### config.mk
export PLATFORM = sky130hd
export DESIGN_NAME = wdog_ctl_unit
export DESIGN_NICKNAME = d
export VERILOG_FILES = /design/src/rtl/wdog_pkg.sv /design/src/rtl/wdog_reg.sv /design/src/rtl/wdog_restart.sv /design/src/rtl/wdog_count.sv /design/src/rtl/wdog_ctl_unit.sv
export SDC_FILE = /design/constraint.sdc
export NUM_CORES = 1
export LEC_CHECK = 0
export CAP_MARGIN = 20
export CORE_MARGIN = 2
export CORE_UTILIZATION = 30
export CTS_CLUSTER_SIZE = 40
export DETAILED_ROUTE_END_ITERATION = 16
export GPL_ROUTABILITY_DRIVEN = 0
export PLACE_DENSITY = 0.56
export SLEW_MARGIN = 20
export SYNTH_ARGS = -nofsm -noshare
export SYNTH_HDL_FRONTEND = slang
export SYNTH_SLANG_ARGS = --single-unit
### constraint.sdc
create_clock -name clk -period 4.2 [get_ports clk]
set_input_delay 1.05 -clock clk [delete_from_list [all_inputs] [get_ports clk]]
set_output_delay 1.05 -clock clk [all_outputs]
set_load 0.02 [all_outputs]
### src/rtl/wdog_pkg.sv
package wdog_pkg;
  localparam int DATA_W   = 8;
  localparam int CR_W     = 3;
  localparam int BIT_WIN  = 7;
  localparam int BIT_BG   = 6;
  localparam int BIT_MASK = 5;
  localparam int SEL_W    = 2;

  typedef struct packed {
    logic            win;
    logic            bg;
    logic [CR_W-1:0] rate;
  } wdog_fields_t;
endpackage

### src/rtl/wdog_reg.sv
module wdog_reg
  import wdog_pkg::*;
(
  input  logic            clk,
  input  logic            rst,
  input  logic            wr_en,
  input  logic            wr_win,
  input  logic            wr_bg,
  input  logic            wr_mask,
  input  logic [CR_W-1:0] wr_rate,
  input  logic            special_mode,
  input  wdog_fields_t    init_val,
  output wdog_fields_t    fld_q,
  output logic            fld_restart,
  output logic            bg_rise
);
  logic used_q;
  logic fld_ok;

  assign fld_ok      = wr_en && !wr_mask && (special_mode || !used_q);
  assign fld_restart = fld_ok && (wr_win || (wr_rate != '0));
  assign bg_rise     = wr_en && wr_bg && !fld_q.bg;

  always_ff @(posedge clk) begin
    if (rst) begin
      fld_q  <= init_val;
      used_q <= 1'b0;
    end else if (wr_en) begin
      if (fld_ok) begin
        if (wr_win) fld_q.win <= 1'b1;
        if (wr_rate != '0) fld_q.rate <= wr_rate;
        if (!special_mode) used_q <= 1'b1;
      end
      if (special_mode) fld_q.bg <= wr_bg;
      else if (wr_bg) fld_q.bg <= 1'b1;
    end
  end
endmodule

### src/rtl/wdog_restart.sv
module wdog_restart
  import wdog_pkg::*;
(
  input  logic             clk,
  input  logic             rst,
  input  logic             wr_en,
  input  logic             special_mode,
  input  logic             fld_restart,
  input  logic             bg_rise,
  input  logic [CR_W-1:0]  rate,
  input  logic [SEL_W-1:0] clk_sel,
  input  logic             osc_ok,
  input  logic             stop_mode,
  input  logic             pseudo_stop,
  input  logic             stop_keep_en,
  output logic             restart_q,
  output logic             run_q
);
  logic             boot_q;
  logic [SEL_W-1:0] sel_prev_q;
  logic             osc_prev_q;
  logic             ev_boot, ev_write, ev_sel, ev_osc, run_c;

  assign ev_boot  = boot_q && (rate != '0);
  assign ev_write = special_mode ? wr_en : (fld_restart || bg_rise);
  assign ev_sel   = (clk_sel != sel_prev_q);
  assign ev_osc   = osc_prev_q && !osc_ok && !clk_sel[1] && clk_sel[0];
  assign run_c    = !stop_mode || clk_sel[1] ||
                    (pseudo_stop && clk_sel[0] && stop_keep_en);

  always_ff @(posedge clk) begin
    if (rst) begin
      boot_q     <= 1'b1;
      sel_prev_q <= clk_sel;
      osc_prev_q <= osc_ok;
      restart_q  <= 1'b0;
      run_q      <= 1'b0;
    end else begin
      boot_q     <= 1'b0;
      sel_prev_q <= clk_sel;
      osc_prev_q <= osc_ok;
      restart_q  <= ev_boot || ev_write || ev_sel || ev_osc;
      run_q      <= run_c;
    end
  end
endmodule

### src/rtl/wdog_count.sv
module wdog_count
  import wdog_pkg::*;
#(
  parameter int BASE_EXP = 12,
  parameter int EXP_STEP = 2
) (
  input  logic            clk,
  input  logic            rst,
  input  logic            restart,
  input  logic            run,
  input  logic [CR_W-1:0] rate,
  output logic            timeout_q
);
  localparam int MAX_EXP = BASE_EXP + EXP_STEP * ((1 << CR_W) - 1);
  localparam int CNT_W   = MAX_EXP + 1;

  logic [CNT_W-1:0] cnt_q;
  logic [CNT_W-1:0] load_val;

  always_comb begin
    if (rate == '0) load_val = '0;
    else load_val = CNT_W'(1) << (BASE_EXP + EXP_STEP * int'(rate));
  end

  always_ff @(posedge clk) begin
    if (rst) begin
      cnt_q     <= '0;
      timeout_q <= 1'b0;
    end else begin
      timeout_q <= 1'b0;
      if (restart) begin
        cnt_q <= load_val;
      end else if (run && (cnt_q != '0)) begin
        cnt_q <= cnt_q - 1'b1;
        if (cnt_q == CNT_W'(1)) timeout_q <= 1'b1;
      end
    end
  end
endmodule

### src/rtl/wdog_ctl_unit.sv
module wdog_ctl_unit
  import wdog_pkg::*;
#(
  parameter int BASE_EXP = 12,
  parameter int EXP_STEP = 2
) (
  input  logic             clk,
  input  logic             rst,
  input  logic             wr_en,
  input  logic [DATA_W-1:0] wr_data,
  output logic [DATA_W-1:0] rd_data,
  input  logic             special_mode,
  input  logic             stop_mode,
  input  logic             pseudo_stop,
  input  logic             stop_keep_en,
  input  logic [SEL_W-1:0] clk_sel,
  input  logic             osc_ok,
  input  logic             init_window,
  input  logic             init_bg_stop,
  input  logic [CR_W-1:0]  init_rate,
  output logic             window_mode,
  output logic             bg_stop,
  output logic [CR_W-1:0]  rate_sel,
  output logic             restart,
  output logic             cnt_run,
  output logic             timeout
);
  wdog_fields_t init_val, fld;
  logic         fld_restart, bg_rise;
  logic         unused_bits;

  assign init_val    = '{win: init_window, bg: init_bg_stop, rate: init_rate};
  assign unused_bits = ^wr_data[BIT_MASK-1:CR_W];

  wdog_reg u_reg (
    .clk         (clk),
    .rst         (rst),
    .wr_en       (wr_en),
    .wr_win      (wr_data[BIT_WIN]),
    .wr_bg       (wr_data[BIT_BG]),
    .wr_mask     (wr_data[BIT_MASK]),
    .wr_rate     (wr_data[CR_W-1:0]),
    .special_mode(special_mode),
    .init_val    (init_val),
    .fld_q       (fld),
    .fld_restart (fld_restart),
    .bg_rise     (bg_rise)
  );

  wdog_restart u_rst (
    .clk         (clk),
    .rst         (rst),
    .wr_en       (wr_en),
    .special_mode(special_mode),
    .fld_restart (fld_restart),
    .bg_rise     (bg_rise),
    .rate        (fld.rate),
    .clk_sel     (clk_sel),
    .osc_ok      (osc_ok),
    .stop_mode   (stop_mode),
    .pseudo_stop (pseudo_stop),
    .stop_keep_en(stop_keep_en),
    .restart_q   (restart),
    .run_q       (cnt_run)
  );

  wdog_count #(.BASE_EXP(BASE_EXP), .EXP_STEP(EXP_STEP)) u_cnt (
    .clk      (clk),
    .rst      (rst),
    .restart  (restart),
    .run      (cnt_run),
    .rate     (fld.rate),
    .timeout_q(timeout)
  );

  assign window_mode = fld.win;
  assign bg_stop     = fld.bg;
  assign rate_sel    = fld.rate;
  assign rd_data     = {fld.win, fld.bg, {(BIT_BG-CR_W){1'b0}}, fld.rate};
endmodule

# After elaboration in Yosys (flattened, before gate mapping)
# Cells that the tools add are included.
# W data, S select, Z words.
op_classes:
  n_addsub: 2
  mul: 0
  div_mod_pow: 0
  order_cmp: 0
  eq_ne: 2
  shift: 1
  n_mux: 14
  bitwise: 2
  reduce_logical: 41
op_table:
  columns: ["cell", "count"]
  rows:
  - ["$mux W27", 3]
  - ["$shl A1 B32 Y27 const A", 1]
  - ["$eq A27 B1 Y1 const B", 1]
  - ["$reduce_bool A27 Y1", 1]
  - ["$sub A27 B1 Y27 const B", 1]
  - ["$logic_and A1 B1 Y1", 12]
  - ["$mux W5", 2]
  - ["$reduce_bool A2 Y1", 5]
  - ["$reduce_and A3 Y1", 3]
  - ["$reduce_bool A3 Y1", 3]
  - ["$logic_or A1 B1 Y1", 8]
  - ["$mux W1", 7]
  - ["$logic_not A1 Y1", 6]
  - ["$mux W3", 2]
  - ["$add A4 B4 Y5 const A", 1]
  - ["$logic_not A3 Y1", 1]
  - ["$reduce_or A3 Y1", 1]
  - ["$ne A2 B2 Y1", 1]
  - ["$not A1 Y1", 2]
  - ["$reduce_and A2 Y1", 1]
totals:
  regBits: 40
  latch_bits: 0
  ramBits: 0
  romBits: 0
  inputBits: 23
  output_inout_bits: 16
  elab_cells: 73
  n_memories: 0

# Depth between registers and ports, before layout
depth:
  ltp_word: 9
  ltp_mapped: 9
  mapped_depth_nobuf: 7

# By module
# A second synthesis with hierarchy kept.
unflattened:
  hier_cells: 275
  area_unflattened_um2: 2312.2
by_module_without_submodules:
  columns: ["mod", "n_inst", "cells_each", "area_per_inst_um2", "seq_area_each_um2"]
  rows:
  - ["wdog_count", 1, 223, 1746.7, 560.5]
  - ["wdog_reg", 1, 26, 304.0, 170.2]
  - ["wdog_restart", 1, 17, 197.7, 120.1]
  - ["wdog_ctl_unit", 1, 9, 63.8, 0.0]

# Worst setup path after synthesis
# Ideal clock, no wire load.
synth_timing:
  kind: "flip-flop to flip-flop"
  startpoint: "register u_cnt.cnt_q[2]"
  endpoint: "register u_cnt.cnt_q[23]"
  setup_time_ns: 0.070
  t_arrival_ns: 1.975
  required_time_ns: 4.130
  path_slack_ns: 2.154
  path_stages_with_launch: 8
  path_buffers: 2
  synth_period_minus_slack_ns: 2.046
  path_cell_list: "dfxtp_1 -> buf_6 -> nor4_2 -> nand2b_4 -> or4_1 -> buf_2 -> or4_1 -> a21oi_1"
synth_via:
  elab_chain_len: 3
  elab_cells_between_ends: 6
  cone_classes: "add/sub: 1; mux: 2; reduce/logical: 3"
synth_lines:
  columns: ["item", "line_no", "text"]
  rows:
  - ["start: declaration", "wdog_count.sv:17", "logic [CNT_W-1:0] cnt_q;"]
  - ["start signal: assignment", "wdog_count.sv:32", "cnt_q <= load_val;"]
  - ["start signal: assignment", "wdog_count.sv:34", "cnt_q <= cnt_q - 1'b1;"]
  - ["$sub A27 B1 Y27 or $reduce_bool A27 Y1 (tied branches)", "wdog_count.sv:34, wdog_count.sv:33", null]
  - ["$mux W27 or $logic_and A1 B1 Y1 (tied branches)", "wdog_count.sv:33", "end else if (run && (cnt_q != '0)) begin"]
  - ["$mux W27 or $reduce_bool A2 Y1 (tied branches)", null, null]
# Several ways; a longest one is shown, not always the timed one. The select of a mux whose other input is x is not followed.
# A chain may end at the register's enable or synchronous reset.

# Worst setup path after layout
layout_timing:
  startpoint: "register u_rst.restart_q"
  endpoint: "output restart"
layout_rtl:
  columns: ["item", "line_no", "text"]
  rows:
  - ["start: declaration", "wdog_restart.sv:16", "output logic restart_q,"]
  - ["start signal: assignment", "wdog_restart.sv:42", "restart_q <= ev_boot || ev_write || ev_sel || ev_osc;"]
  - ["end: declaration", "wdog_ctl_unit.sv:24", "output logic restart,"]
# No word-level cell between the ends.

==> flow_metrics.tcl <==
set metrics [dict create \
    status "completed" \
    maxSlewHeadroom_pct 32.3 \
    yosysTopAreaCellShare_pct 31.3 \
    synth_seq_cells 40 \
    synth_top_area_cell "dfxtp_1" \
    grt_start_max_net_pins 31 \
    wl_met2_mm 2.70 \
    drt_first_pass_iters 5 \
    cp-start-kind "flop" \
    dieArea_sq_mm 0.00817 \
    path_class "flop to primary output" \
    io_buffers 33 \
    coreArea_sq_mm 0.00725 \
    cts_max_level 2 \
    clock-sinks 40 \
    finalCriticalPeriod_ns 3.13 \
    holdBufCountCts 0 \
    crit_chain "clkdlybuf4s50_1" \
    clock-skew-final_ns 0.00223 \
    post-dp-hpwl_mm 4.18 \
    slowest_delay_ns 1.00 \
    cp.arrival_ns 2.08 \
    rsz0062_at_grt "no" \
    power_mw 1.32 \
    worst_pin_slew_ns 1.01 \
    wire_per_inst_um 14.7 \
    num-fill-cells 751 \
    vias 2019 \
    antenna_found_initial 0 \
    cp.depth 1 \
    p_per_area_mw_per_mm2 487 \
    wirelength_met1_mm 2.69 \
    die_x_um 90.4 \
    finalSetupViolations 0 \
    finalMaxSlewViolations 0 \
    p_leak_nw 0.970 \
    fin_ws_ns 1.07 \
    synth_most_common_cell "dfxtp_1" \
    finalInstanceArea_sq_mm 0.00271 \
    cts_buffers 5 \
    ys.flop_type "dfxtp_1" \
    ios 39 \
    slowest_stage "dfxtp_1" \
    yosysWarnings 0 \
    r2r_end "u_cnt.cnt_q[6]" \
    worst_ep_required_time_ns 3.15 \
    insertion_delay_ns 0.30 \
    async_flop_share_pct 0 \
    synth_common_cells "dfxtp_1 (35), nand2_1 (22), a21oi_1 (19)" \
    netlist_area_sq_mm 0.00224 \
    place_ws_ns 1.33 \
    syn_area_per_cell_sq_um 8.58 \
    irDropWorstVdd_v 0.000221 \
    crit_family "flip-flops" \
    cp-end-kind "primary output" \
    fin_nets 311 \
    cts-resized-gates 0 \
    seq_area_frac_synth_pct 38.0 \
    postLayoutCoreUtil_pct 37.3 \
    dr.first_iter.drc_count 76 \
    antennaDiodeCount 0 \
    cp_max_fo 30 \
    synthCells 261 \
    num_rows 31 \
    synth.distinct_cells 61 \
    placed_area_sq_mm 0.00260 \
    clockBufferDepth 2 \
    antenna_left 0 \
    cts_tree "done" \
    top_layer_used "met4" \
    synth_edf_count 5 \
    grt_pass1_wl_mm 9.72 \
    r2r_start "u_cnt.cnt_q[4]" \
    ff2ff_path_depth 5 \
    cp-startpoint "u_rst.restart_q" \
    wirelength_mm 5.66 \
    remaining_drc_errors 0 \
    track_usage_pct 14.5 \
    r2r_setup_slack_ns 1.47 \
    finalCritPeriodShare_pct 74.5 \
    die_h_um 90.4 \
    drive_above_1_share_pct 8.04 \
    hold_class "flop to flop" \
    synth.area.top_cells "dfxtp_1 (31%), edfxtp_1 (6.7%), o31ai_1 (4.7%)" \
    cts_root_buf "clkbuf_8" \
    fmax_ghz 0.319 \
    cts_setup_buffers 0 \
    setup.worst_path.end "restart" \
    finalSetupTns_ns 0 \
    overflow 0 \
    holdPathStages 2 \
    cp.buffers_inverters 1 \
    grt_pass1_vias 1955 \
    area_growth_syn_to_layout_pct 21.0 \
    routed_via_density 5.24 \
    hold_viol 0 \
    initial_utilization_pct 30.9 \
    dr_wl_met3_um 154 \
    path_clk_slew_ns 0.08 \
    max_cap_viol_count 0 \
]
## power breakdown
| group | switching [mW] | leakage (nW) | internal, mW |
|---|---|---|---|
| clock | 0.141 | 0.0541 | 0.176 |
| combinational | 0.308 | 0.580 | 0.202 |
| sequential | 0.0583 | 0.336 | 0.434 |
| total | 0.507 | 0.970 | 0.812 |
## area by class of cell
type                    instances  area (sq um)  share of cell area [%]
flip-flops and latches         40           851                    31.4
inverters                      13          48.8                    1.80
repair buffers                 35           345                    12.7
well taps                      99           124                    4.57
clock inverters                 3          42.5                    1.57
clock buffers                   5          68.8                    2.54
multi-input cells             190          1230                    45.4
## cell usage in the layout, fill, tap and decap left out, drive strengths merged, types with 4 or more instances in the layout
cell	Yosys	layout
nor2b	6	6
nand2b	4	4
a31oi	4	4
nor4	7	7
nor2	11	11
o41ai	4	4
or2	4	4
edfxtp	5	5
inv	13	13
dfxtp	35	35
nand2	22	22
o31ai	14	14
or3	10	10
nand3	10	10
clkdlybuf4s50	0	33
o211ai	4	4
nor3	8	8
o21ai	9	9
clkbuf	7	5
a21oi	19	19
or4	8	8
## how the worst min path moves through the flow
stage / from / to / slack, ns
after detailed placement: u_cnt.cnt_q[23] / u_cnt.cnt_q[23] / 0.48
final: u_cnt.cnt_q[23] / u_cnt.cnt_q[23] / 0.49
after global routing: u_cnt.cnt_q[6] / u_cnt.cnt_q[6] / 0.52
after global placement: u_cnt.cnt_q[23] / u_cnt.cnt_q[23] / 0.47
after floorplan: u_cnt.cnt_q[6] / u_cnt.cnt_q[6] / 0.45
after CTS: u_cnt.cnt_q[23] / u_cnt.cnt_q[23] / 0.49
## per-layer routing
layer	global-route usage, %	vias up
met5	0	-
met4	5.38	0
met3	2.50	7
li1	-	1022
met2	23.7	38
met1	19.2	952
## registers in the layout, indices dropped and copies added, names as in the netlist
register and flops:
u_rst.sel_prev_q 2, u_cnt.timeout_q 1, u_cnt.cnt_q 27, u_rst.boot_q 1, u_rst.run_q 1, u_rst.osc_prev_q 1
u_reg.fld_q 5, u_rst.restart_q 1, u_reg.used_q 1
## logic make-up (layout without fill, tap and decap cells)
group                    after synthesis  after routing  share of synthesized area, %
AO/OA/AOI/OAI                         74             74                          22.9
AND/OR/NAND/NOR                      103            103                          26.8
XOR/XNOR                               4              4                          1.57
multiplexers                           3              3                          1.51
other                                  1              3                         0.168
buffers and inverters                 33             56                          7.43
flip-flops                            40             40                          38.0
adder cells (fa/ha/maj)                3              3                          1.68
## tightest hold or removal path, cell delays in order (launching register included)
cell     delay, ns
dfxtp_1       0.32
o31ai_1       0.06
a21oi_1       0.06
## through the flow
stage | hold slack, ns | cells
6_report | 0.485 | 385
5_1_grt | 0.522 | 385
4_1_cts | 0.488 | 385
3_5_place_dp | 0.477 | 377
3_3_place_gp | 0.469 | 377
2_1_floorplan | 0.447 | 263
Power figures use the tool's default switching activity.
